===== config.mk =====
export PLATFORM = sky130hd
export DESIGN_NAME = cfg_keybank
export DESIGN_NICKNAME = d
export VERILOG_FILES = /design/src/rtl/cfg_keybank_pkg.sv /design/src/rtl/cfg_kick_seq.sv /design/src/rtl/cfg_gated_reg.sv /design/src/rtl/cfg_once_reg.sv /design/src/rtl/cfg_keybank.sv
export SDC_FILE = /design/constraint.sdc
export NUM_CORES = 1
export LEC_CHECK = 0
export ABC_AREA = 0
export ABC_CLOCK_PERIOD_IN_PS = 2690
export BUFFER_PORTS_ARGS = -buffer_cell sky130_fd_sc_hd__clkbuf_2
export CORE_MARGIN = 2
export CORE_UTILIZATION = 54
export CTS_CLUSTER_DIAMETER = 80
export CTS_CLUSTER_SIZE = 8
export DETAILED_ROUTE_END_ITERATION = 10
export PLACE_DENSITY = 0.81
export SYNTH_ARGS = -nofsm -noshare
export SYNTH_HDL_FRONTEND = slang
export SYNTH_HIERARCHICAL = 1
export SYNTH_SLANG_ARGS = --single-unit

===== constraint.sdc =====
create_clock -name clk -period 2.69 [get_ports clk]
set_clock_uncertainty 0.1 [all_clocks]
set_input_delay 0.538 -clock clk [delete_from_list [all_inputs] [get_ports clk]]
set_output_delay 0.538 -clock clk [all_outputs]
set_load 0.02 [all_outputs]

===== src/rtl/cfg_keybank_pkg.sv =====
package cfg_keybank_pkg;

   typedef enum logic [1:0] {
      KS_LOCKED = 2'd0,
      KS_HALF   = 2'd1,
      KS_OPEN   = 2'd2
   } kick_st_e;

   localparam int unsigned OFS_DEVSTAT = 32'h0000_0000;
   localparam int unsigned OFS_IDREV   = 32'h0000_0008;
   localparam int unsigned OFS_KICK_A  = 32'h0000_0038;
   localparam int unsigned OFS_KICK_B  = 32'h0000_003C;
   localparam int unsigned OFS_PRIV    = 32'h0000_041C;
   localparam int unsigned OFS_LOCK    = 32'h0004_0004;
   localparam int unsigned OFS_CTRL    = 32'h0004_0008;
   localparam int unsigned OFS_RSTCTL  = 32'h0004_0020;
   localparam int unsigned OFS_ONCE    = 32'h0004_002C;

   localparam int unsigned MAP_SPAN_BITS = 19;
   localparam int unsigned KEY_BITS      = 32;

endpackage


===== src/rtl/cfg_kick_seq.sv =====
module cfg_kick_seq
   import cfg_keybank_pkg::*;
#(
   parameter int unsigned      DW    = 32,
   parameter logic [DW-1:0]    KEY_A = 32'h83E7_0B13,
   parameter logic [DW-1:0]    KEY_B = 32'h95A4_F1E0
) (
   input  logic          clk,
   input  logic          rst_n,
   input  logic          wr_a,
   input  logic          wr_b,
   input  logic [DW-1:0] wdata,
   output logic          open_o
);

   if (KEY_A == KEY_B) begin : g_bad_keys
      $error("cfg_kick_seq: the two kick keys must differ");
   end

   kick_st_e st_q, st_d;

   always_comb begin
      st_d = st_q;
      if (wr_a) begin
         st_d = (wdata == KEY_A) ? KS_HALF : KS_LOCKED;
      end else if (wr_b) begin
         if (wdata != KEY_B)
            st_d = KS_LOCKED;
         else if (st_q == KS_HALF || st_q == KS_OPEN)
            st_d = KS_OPEN;
         else
            st_d = KS_LOCKED;
      end
   end

   always_ff @(posedge clk or negedge rst_n) begin
      if (!rst_n) st_q <= KS_LOCKED;
      else        st_q <= st_d;
   end

   assign open_o = (st_q == KS_OPEN);

   assert_open_via_half_R2: assert property (@(posedge clk) disable iff (!rst_n)
      (st_q != KS_OPEN) |=> (st_q != KS_OPEN) ||
         ($past(st_q) == KS_HALF && $past(wr_b) && $past(wdata) == KEY_B));

   assert_locked_needs_first_R3: assert property (@(posedge clk) disable iff (!rst_n)
      (st_q == KS_LOCKED && !wr_a) |=> (st_q == KS_LOCKED));

   assert_bad_key_relocks_R4: assert property (@(posedge clk) disable iff (!rst_n)
      ((wr_a && wdata != KEY_A) || (wr_b && wdata != KEY_B)) |=> !open_o);

endmodule


===== src/rtl/cfg_gated_reg.sv =====
module cfg_gated_reg #(
   parameter int unsigned   DW      = 32,
   parameter logic [DW-1:0] RST_VAL = '0
) (
   input  logic          clk,
   input  logic          rst_n,
   input  logic          we,
   input  logic          allow,
   input  logic [DW-1:0] wdata,
   output logic [DW-1:0] q
);

   if (DW == 0) begin : g_bad_width
      $error("cfg_gated_reg: DW must be non-zero");
   end

   always_ff @(posedge clk or negedge rst_n) begin
      if (!rst_n)            q <= RST_VAL;
      else if (we && allow)  q <= wdata;
   end

   assert_gate_hold_R5: assert property (@(posedge clk) disable iff (!rst_n)
      !(we && allow) |=> $stable(q));

endmodule


===== src/rtl/cfg_once_reg.sv =====
module cfg_once_reg #(
   parameter int unsigned   DW        = 32,
   parameter logic [DW-1:0] RST_VAL   = '0,
   parameter logic [DW-1:0] ONCE_MASK = 32'h0000_00FF
) (
   input  logic          clk,
   input  logic          rst_n,
   input  logic          we,
   input  logic          allow,
   input  logic [DW-1:0] wdata,
   output logic [DW-1:0] q
);

   localparam int unsigned N_ONCE = $countones(ONCE_MASK);

   if (DW == 0) begin : g_bad_width
      $error("cfg_once_reg: DW must be non-zero");
   end

   logic take;
   assign take = we && allow;

   for (genvar i = 0; i < DW; i++) begin : g_bit
      if (ONCE_MASK[i]) begin : g_once
         logic done_q;
         always_ff @(posedge clk or negedge rst_n) begin
            if (!rst_n) begin
               done_q <= 1'b0;
               q[i]   <= RST_VAL[i];
            end else if (take && !done_q) begin
               done_q <= 1'b1;
               q[i]   <= wdata[i];
            end
         end

         assert_once_sticky_R7: assert property (@(posedge clk) disable iff (!rst_n)
            done_q |=> (done_q && $stable(q[i])));

         assert_once_flag_sets_R7: assert property (@(posedge clk) disable iff (!rst_n)
            take |=> done_q);
      end else begin : g_plain
         always_ff @(posedge clk or negedge rst_n) begin
            if (!rst_n)    q[i] <= RST_VAL[i];
            else if (take) q[i] <= wdata[i];
         end
      end
   end

   if (N_ONCE > DW) begin : g_bad_mask
      $error("cfg_once_reg: mask wider than register");
   end

endmodule


===== src/rtl/cfg_keybank.sv =====
module cfg_keybank
   import cfg_keybank_pkg::*;
#(
   parameter int unsigned ADDR_W    = 20,
   parameter logic [31:0] KICK_KEY_A = 32'h83E7_0B13,
   parameter logic [31:0] KICK_KEY_B = 32'h95A4_F1E0,
   parameter logic [31:0] LOCK_KEY   = 32'h0F0A_0B00,
   parameter logic [31:0] PRIV_RST   = 32'hAAAA_AAAA,
   parameter logic [31:0] CTRL_RST   = 32'h0000_0000,
   parameter logic [31:0] RSTCTL_RST = 32'h0000_0000,
   parameter logic [31:0] ONCE_RST   = 32'h0000_0000,
   parameter logic [31:0] ONCE_MASK  = 32'h0000_00FF,
   parameter logic [3:0]  SIL_REV    = 4'h2,
   parameter logic [27:0] DEV_IDENT  = 28'h012_3456
) (
   input  logic              clk,
   input  logic              rst_n,
   input  logic [ADDR_W-1:0] bus_addr,
   input  logic              bus_we,
   input  logic [31:0]       bus_wdata,
   output logic [31:0]       bus_rdata,
   input  logic [31:0]       dev_status_i,
   output logic [31:0]       cfg_ctrl_o,
   output logic [31:0]       cfg_rst_o,
   output logic [31:0]       cfg_wo_o,
   output logic [31:0]       cfg_priv_o
);

   localparam int unsigned DW = KEY_BITS;

   if (ADDR_W < MAP_SPAN_BITS || ADDR_W > 32) begin : g_bad_addr
      $error("cfg_keybank: ADDR_W must cover the map and fit 32 bits");
   end

   function automatic logic at(input logic [ADDR_W-1:0] a, input int unsigned ofs);
      return 32'(a) == ofs;
   endfunction

   logic hit_stat, hit_id, hit_ka, hit_kb, hit_priv, hit_lock, hit_ctrl, hit_rst, hit_once;
   assign hit_stat = at(bus_addr, OFS_DEVSTAT);
   assign hit_id   = at(bus_addr, OFS_IDREV);
   assign hit_ka   = at(bus_addr, OFS_KICK_A);
   assign hit_kb   = at(bus_addr, OFS_KICK_B);
   assign hit_priv = at(bus_addr, OFS_PRIV);
   assign hit_lock = at(bus_addr, OFS_LOCK);
   assign hit_ctrl = at(bus_addr, OFS_CTRL);
   assign hit_rst  = at(bus_addr, OFS_RSTCTL);
   assign hit_once = at(bus_addr, OFS_ONCE);

   logic bank_open;

   cfg_kick_seq #(
      .DW    (DW),
      .KEY_A (KICK_KEY_A),
      .KEY_B (KICK_KEY_B)
   ) u_kick (
      .clk    (clk),
      .rst_n  (rst_n),
      .wr_a   (bus_we && hit_ka),
      .wr_b   (bus_we && hit_kb),
      .wdata  (bus_wdata),
      .open_o (bank_open)
   );

   logic [31:0] lock_q;

   cfg_gated_reg #(.DW(DW), .RST_VAL(PRIV_RST)) u_priv (
      .clk(clk), .rst_n(rst_n), .we(bus_we && hit_priv), .allow(bank_open),
      .wdata(bus_wdata), .q(cfg_priv_o));

   cfg_gated_reg #(.DW(DW), .RST_VAL(32'h0)) u_lock (
      .clk(clk), .rst_n(rst_n), .we(bus_we && hit_lock), .allow(bank_open),
      .wdata(bus_wdata), .q(lock_q));

   logic ctrl_allow;
   assign ctrl_allow = bank_open && (lock_q == LOCK_KEY);

   cfg_gated_reg #(.DW(DW), .RST_VAL(CTRL_RST)) u_ctrl (
      .clk(clk), .rst_n(rst_n), .we(bus_we && hit_ctrl), .allow(ctrl_allow),
      .wdata(bus_wdata), .q(cfg_ctrl_o));

   assert_ctrl_needs_key_R6: assert property (@(posedge clk) disable iff (!rst_n)
      (lock_q != LOCK_KEY || !bank_open) |=> $stable(cfg_ctrl_o));

   cfg_gated_reg #(.DW(DW), .RST_VAL(RSTCTL_RST)) u_rstctl (
      .clk(clk), .rst_n(rst_n), .we(bus_we && hit_rst), .allow(bank_open),
      .wdata(bus_wdata), .q(cfg_rst_o));

   cfg_once_reg #(.DW(DW), .RST_VAL(ONCE_RST), .ONCE_MASK(ONCE_MASK)) u_once (
      .clk(clk), .rst_n(rst_n), .we(bus_we && hit_once), .allow(bank_open),
      .wdata(bus_wdata), .q(cfg_wo_o));

   logic [31:0] rd_d;

   always_comb begin
      rd_d = '0;
      if (hit_stat)      rd_d = dev_status_i;
      else if (hit_id)   rd_d = {SIL_REV, DEV_IDENT};
      else if (hit_priv) rd_d = cfg_priv_o;
      else if (hit_lock) rd_d = lock_q;
      else if (hit_ctrl) rd_d = cfg_ctrl_o;
      else if (hit_rst)  rd_d = cfg_rst_o;
      else if (hit_once) rd_d = cfg_wo_o;
   end

   always_ff @(posedge clk or negedge rst_n) begin
      if (!rst_n) bus_rdata <= '0;
      else        bus_rdata <= rd_d;
   end

   assert_kick_reads_zero_R8: assert property (@(posedge clk) disable iff (!rst_n)
      (hit_ka || hit_kb) |=> (bus_rdata == '0));

   assert_status_passthru_R8: assert property (@(posedge clk) disable iff (!rst_n)
      hit_stat |=> (bus_rdata == $past(dev_status_i)));

endmodule


Word level (Yosys, flattened, before mapping)
Index checks and enable logic that the tools add are counted.
- register bits after elaboration: 202
- bits of input ports: 87
- equal/unequal tests: 13
- mux-type cells: 12
- reduce and logical (&&, ||, !) cells: 32
- operator list (kind ; number):
    $mux 32 ; 7
    $eq 20x19->1 const B ; 4
    $eq 20x6->1 const B ; 2
    $eq 32x28->1 const B ; 1
    $eq 32x32->1 const B ; 1
    $ne 32x32->1 const B ; 1
    $logic_and 1x1->1 ; 21
    $eq 20x11->1 const B ; 1
    $eq 20x4->1 const B ; 1
    $logic_not 20->1 ; 1
    $logic_not 1->1 ; 8
    $mux 2 ; 4
    $eq 2x1->1 const B ; 1
    $eq 2x2->1 const B ; 1
    $reduce_bool 2->1 ; 1
    $logic_or 1x1->1 ; 1
    $mux 1 ; 1

Longest topological paths before layout
- depth in word-level cells: 8
- gate-level depth with buffers: 8
- gate-level depth less buffers: 8

Modules after synthesis
Netlist, hierarchy kept.
- modules (own cells, without submodules) (module ; times used ; cells each ; area an instance (um^2) ; seq. area each (um^2)):
    cfg_gated_reg at u_ctrl ... ; 3 ; 68 ; 1345.0 ; 800.8
    cfg_keybank ; 1 ; 320 ; 2688.8 ; 800.8
    cfg_once_reg ; 1 ; 94 ; 1647.8 ; 1001.0
    cfg_gated_reg at u_priv ; 1 ; 68 ; 1365.1 ; 820.8
    cfg_kick_seq ; 1 ; 30 ; 239.0 ; 50.0

Worst setup path before layout
OpenSTA, ideal clock, no wires.
- path type: input to register
- start: input port bus_addr[13]
- end: register u_lock.q[0]
- data arrival time: 2408 ps
- required time: 2465 ps
- setup slack: 56 ps
- stages: 8
- path buffers: 2
- cells stage by stage: nor4_4 nand3_1 nor3b_2 buf_2 and2_1 nand2_4 buf_12 mux2_4
- cells in the longest elaborated chain, start to end: 3
- ends and longest elaborated chain (item ; line ; text):
    start, declared ; cfg_keybank.sv:18 ; input logic [ADDR_W-1:0] bus_addr,
    $eq 20x19->1 ; cfg_keybank.sv:36 ; return 32'(a) == ofs;
    $logic_and 1x1->1 ; cfg_keybank.sv:72 ; .clk(clk), .rst_n(rst_n), .we(bus_we && hit_lock), .allow(bank_open),
    $logic_and 1x1->1 ; cfg_gated_reg.sv:19 ; else if (we && allow) q <= wdata;
    end signal, assigned ; cfg_gated_reg.sv:19 ;
    end, declared ; cfg_gated_reg.sv:10 ; output logic [DW-1:0] q
Every way passes these cells.
A chain may end at the register's enable or synchronous reset.

Final worst setup path
- start: register u_lock.q[5]
- end: register u_ctrl.q[17]
- cells in the longest elaborated chain, start to end: 3
- ends and longest elaborated chain (item ; line ; text):
    $eq 32x28->1 ; cfg_keybank.sv:76 ; assign ctrl_allow = bank_open && (lock_q == LOCK_KEY);
    $logic_and 1x1->1 ; cfg_keybank.sv:76 ;
    via ctrl_allow ; cfg_keybank.sv:75 ; logic ctrl_allow;
    $logic_and 1x1->1 ; cfg_gated_reg.sv:19 ;
    end signal, assigned ; cfg_gated_reg.sv:19 ;
    end, declared ; cfg_gated_reg.sv:10 ;
The timed path passes the listed nets, and every way through them passes these cells.

==> flow_metrics.tcl <==
set metrics [dict create \
    num_vias 7764 \
    ir_drop_mv 0.5096 \
    start_util_pct 55.34 \
    io_pins 247 \
    synth-seq-cells 202 \
    vias_per_cell 6.287 \
    yosysTopAreaCellShare_pct 46.66 \
    cts_made_buffers 29 \
    maxSlewViolCount 0 \
    dr_wl_met3_um 2716 \
    grtUsageTotal_pct 30.18 \
    syn_area_per_cell_sq_um 13.93 \
    crit_arrival_ps 2740 \
    grt_pass1_vias 8067 \
    dieHeight_um 139.9 \
    cts_buffer_depth 3 \
    clk_latency_ps 530 \
    fmax_mhz 410.8 \
    yosysWarnings 6 \
    cp_slowest_cell "nor4_1" \
    seq_power_share_pct 46.1 \
    h-tree-depth 1 \
    synthTopCellsByArea "dfrtp_1 47%, mux2_4 21%, dfstp_2 4.2%" \
    grt_overflow 0 \
    setup-violations-final 0 \
    crit_path_max_fanout 15 \
    gp_congestion 0.9087 \
    leakagePower_nw 6.614 \
    clock-root-buffer "clkbuf_16" \
    post-route-drc-count 0 \
    yosysTopAreaCell "dfrtp_1" \
    die_area_sq_um 19580 \
    ys_types 48 \
    p_switching_mw 1.481 \
    hold_path.class "primary input to flop" \
    setup_tns_ps 0 \
    synth_compound_area_share_pct 12.04 \
    drt-initial-drc-count 701 \
    clk_pin_slew_ps 50 \
    endpoint_kind "flop" \
    critPathRequiredTime_ps 2990 \
    syn_nets 804 \
    p_sw_share_pct 22.42 \
    cp-start-kind "flop" \
    syn2layout_area_growth_pct 23.34 \
    route.detailed.wl_per_inst_um 24.44 \
    maxCapViolCount 0 \
    drtPass1Iterations 6 \
    num_rows 49 \
    dr_wl_met2_um 14400 \
    die_x_um 139.9 \
    synth_top_family_by_area "multiplexers" \
    yosys.area_share.adder_pct 0.1254 \
    drive_above_1_share_pct 50.60 \
    synthMuxAreaShare_pct 23.40 \
    cts_tree "done" \
    core_sq_um 18020 \
    grt_max_degree 71 \
    fin_ws_ps 255.5 \
    layout.nets 1072 \
    ant_nets 0 \
    hpwl_um 20600 \
    wl_met1_um 12170 \
    n_fill_cell 1326 \
    syn_area_sq_um 9976 \
    drt_wl_total_um 30180 \
    timing.final.hold_violations 0 \
    worst_pin_slew_ps 608.7 \
    final_util_pct 68.26 \
    max_slew_margin_pct 59.42 \
    p_comb_share_pct 3.8 \
    pre_cts_ws_ps 4.463 \
    io_buffer_count 246 \
    path_cells "nor4_1 > nand4_1 > nor3_1 > nand2_4 > buf_12 > mux2_4" \
    post-route-period-util_pct 90.50 \
    post_cts.resized_instances 0 \
    crit_type "flop to flop" \
    power_density_nw_per_um2 537.0 \
    highest-signal-layer "met4" \
    grt_pass1_wl_um 46300 \
    synth_cells 716 \
    antenna_found_initial 0 \
    clkSinkCount 202 \
    grt_setup_unrepaired "false" \
    timing.hold.ws_ps 159.8 \
    cp_slowest_stage_delay_ps 470 \
    ys_seq_area_share_pct 50.87 \
    post-route-min-period_ps 2434 \
    insertedDiodeCount 0 \
    status "complete, no violations" \
    synthSimpleGateAreaFrac_pct 9.018 \
    synth_xor_area_share_pct 0 \
    pwr-share-clk_pct 50.1 \
    p_int_mw 5.126 \
]
[path summary, 6_finish.rpt]
check	startpoint	to	slack, ps	depth (start not counted)
setup / recovery	u_lock/q[5]	u_ctrl/q[17]	260	6
min in group asynchronous	rst_n	u_priv/q[18]	490	2
hold / removal	dev_status_i[0]	bus_rdata[0]	160	3
hold reg to reg	u_once/g_bit[2].g_once.done_q	u_once/g_bit[2].g_once.done_q	350	1
max in group asynchronous	rst_n	u_once/q[27]	1170	3
setup reg to reg	u_lock/q[5]	u_ctrl/q[17]	260	6
[area by class of cell]
| class | instances | area [sq um] | area share, % |
|---|---|---|---|
| Multi-Input combinational cell | 463 | 4481 | 36.41 |
| Tap cell | 229 | 286.5 | 2.329 |
| Clock inverter | 1 | 8.758 | 0.07118 |
| Timing Repair Buffer | 287 | 1638 | 13.31 |
| Sequential cell | 202 | 5075 | 41.24 |
| Clock buffer | 52 | 812.0 | 6.600 |
| Inverter | 1 | 3.754 | 0.03051 |
[sequential cells by signal, summed over array words and instances, names as in the netlist]
signal                      cells
bus_rdata                      32
u_ctrl/q                       32
u_lock/q                       32
u_once/q                       32
u_priv/q                       32
u_rstctl/q                     32
u_once/g_bit.g_once.done_q      8
u_kick/st_q                     2
[routing by layer]
metal	up-vias	global-route usage, %
met2	477	48.73
met3	85	6.427
li1	3307	-
met5	-	0
met4	0	9.842
met1	3895	41.09
[layout by cell type, fill, tap and decap left out, types with 3 or more instances in the layout]
cell       instances
clkbuf_2         245
dfrtp_1          186
mux2_4           142
buf_4             33
o221ai_1          32
clkbuf_16         29
nand3_1           24
nand2_1           23
clkbuf_1          23
a22o_1            22
a21oi_1           22
a222oi_1          22
o21ai_1           22
mux2_2            18
dfstp_2           16
nand4_1           12
nor2_1            11
o21ai_0           11
nand2b_1          10
o22ai_1           10
a211oi_1          10
a22oi_1           10
nand3b_1           8
and2_1             7
nor4_1             7
buf_12             7
nor4b_1            5
nor3_1             4
nand2_4            4
nor4_4             3
or3_1              3
[worst max-delay path, delay by kind of cell (launching register included)]
kind                   cells  cell delay (ps)
buffers and inverters      1              230
DFF                        1              410
muxes                      1              310
and+or+nand+nor            4             1260
[repair_timing]
action / CTS / global route
hold buffers: 1 / 0
endpoints found under the hold margin: 54 / 0
setup endpoints to repair: 0 / 0
buffers inserted: 0 / 0
[per-stage QoR]
step	cells	power [mW]	instance area, sq um
finish	1235	6.607	12300
CTS	1235	6.646	12300
detailed placement	1181	3.344	11470
global route	1235	6.796	12300
floorplan	716	3.127	9976
global placement	1181	3.342	11470
[Yosys cell counts, drive strengths merged]
master / instances
inv: 1
nor4bb: 1
and3: 2
dfstp: 16
clkbuf: 24
nand4: 12
ha: 1
nand4bb: 2
o22ai: 10
a21o: 1
nor4b: 6
a21oi: 22
mux2: 160
nor2b: 2
nand2b: 10
nor3: 7
nand3b: 8
a222oi: 22
nor3b: 1
nand2: 28
o221ai: 32
a211oi: 10
o21ai: 33
and2: 7
a22o: 22
dfrtp: 186
buf: 26
a22oi: 10
nand3: 24
nor2: 13
nor4: 11
and4b: 1
or4b: 1
o31ai: 1
or3: 3
[kinds of logic after synthesis]
| group | count (synthesis) |
|---|---|
| DFF | 202 |
| AOI/OAI and AO/OA | 163 |
| muxes | 160 |
| buffers and inverters | 51 |
| adders and majority gates | 1 |
| and+or+nand+nor | 139 |
[power by group through the flow]
| stage | combinational [mW] | clock, mW | sequential, mW |
|---|---|---|---|
| final | 0.251 | 3.31 | 3.04 |
| after global routing | 0.274 | 3.48 | 3.04 |
| after CTS | 0.253 | 3.35 | 3.04 |
| after detailed placement | 0.250 | 0 | 3.09 |
| after global placement | 0.247 | 0 | 3.09 |
| after floorplan | 0.0317 | 0 | 3.10 |
Note: power is estimated with default switching activity, not from simulation.
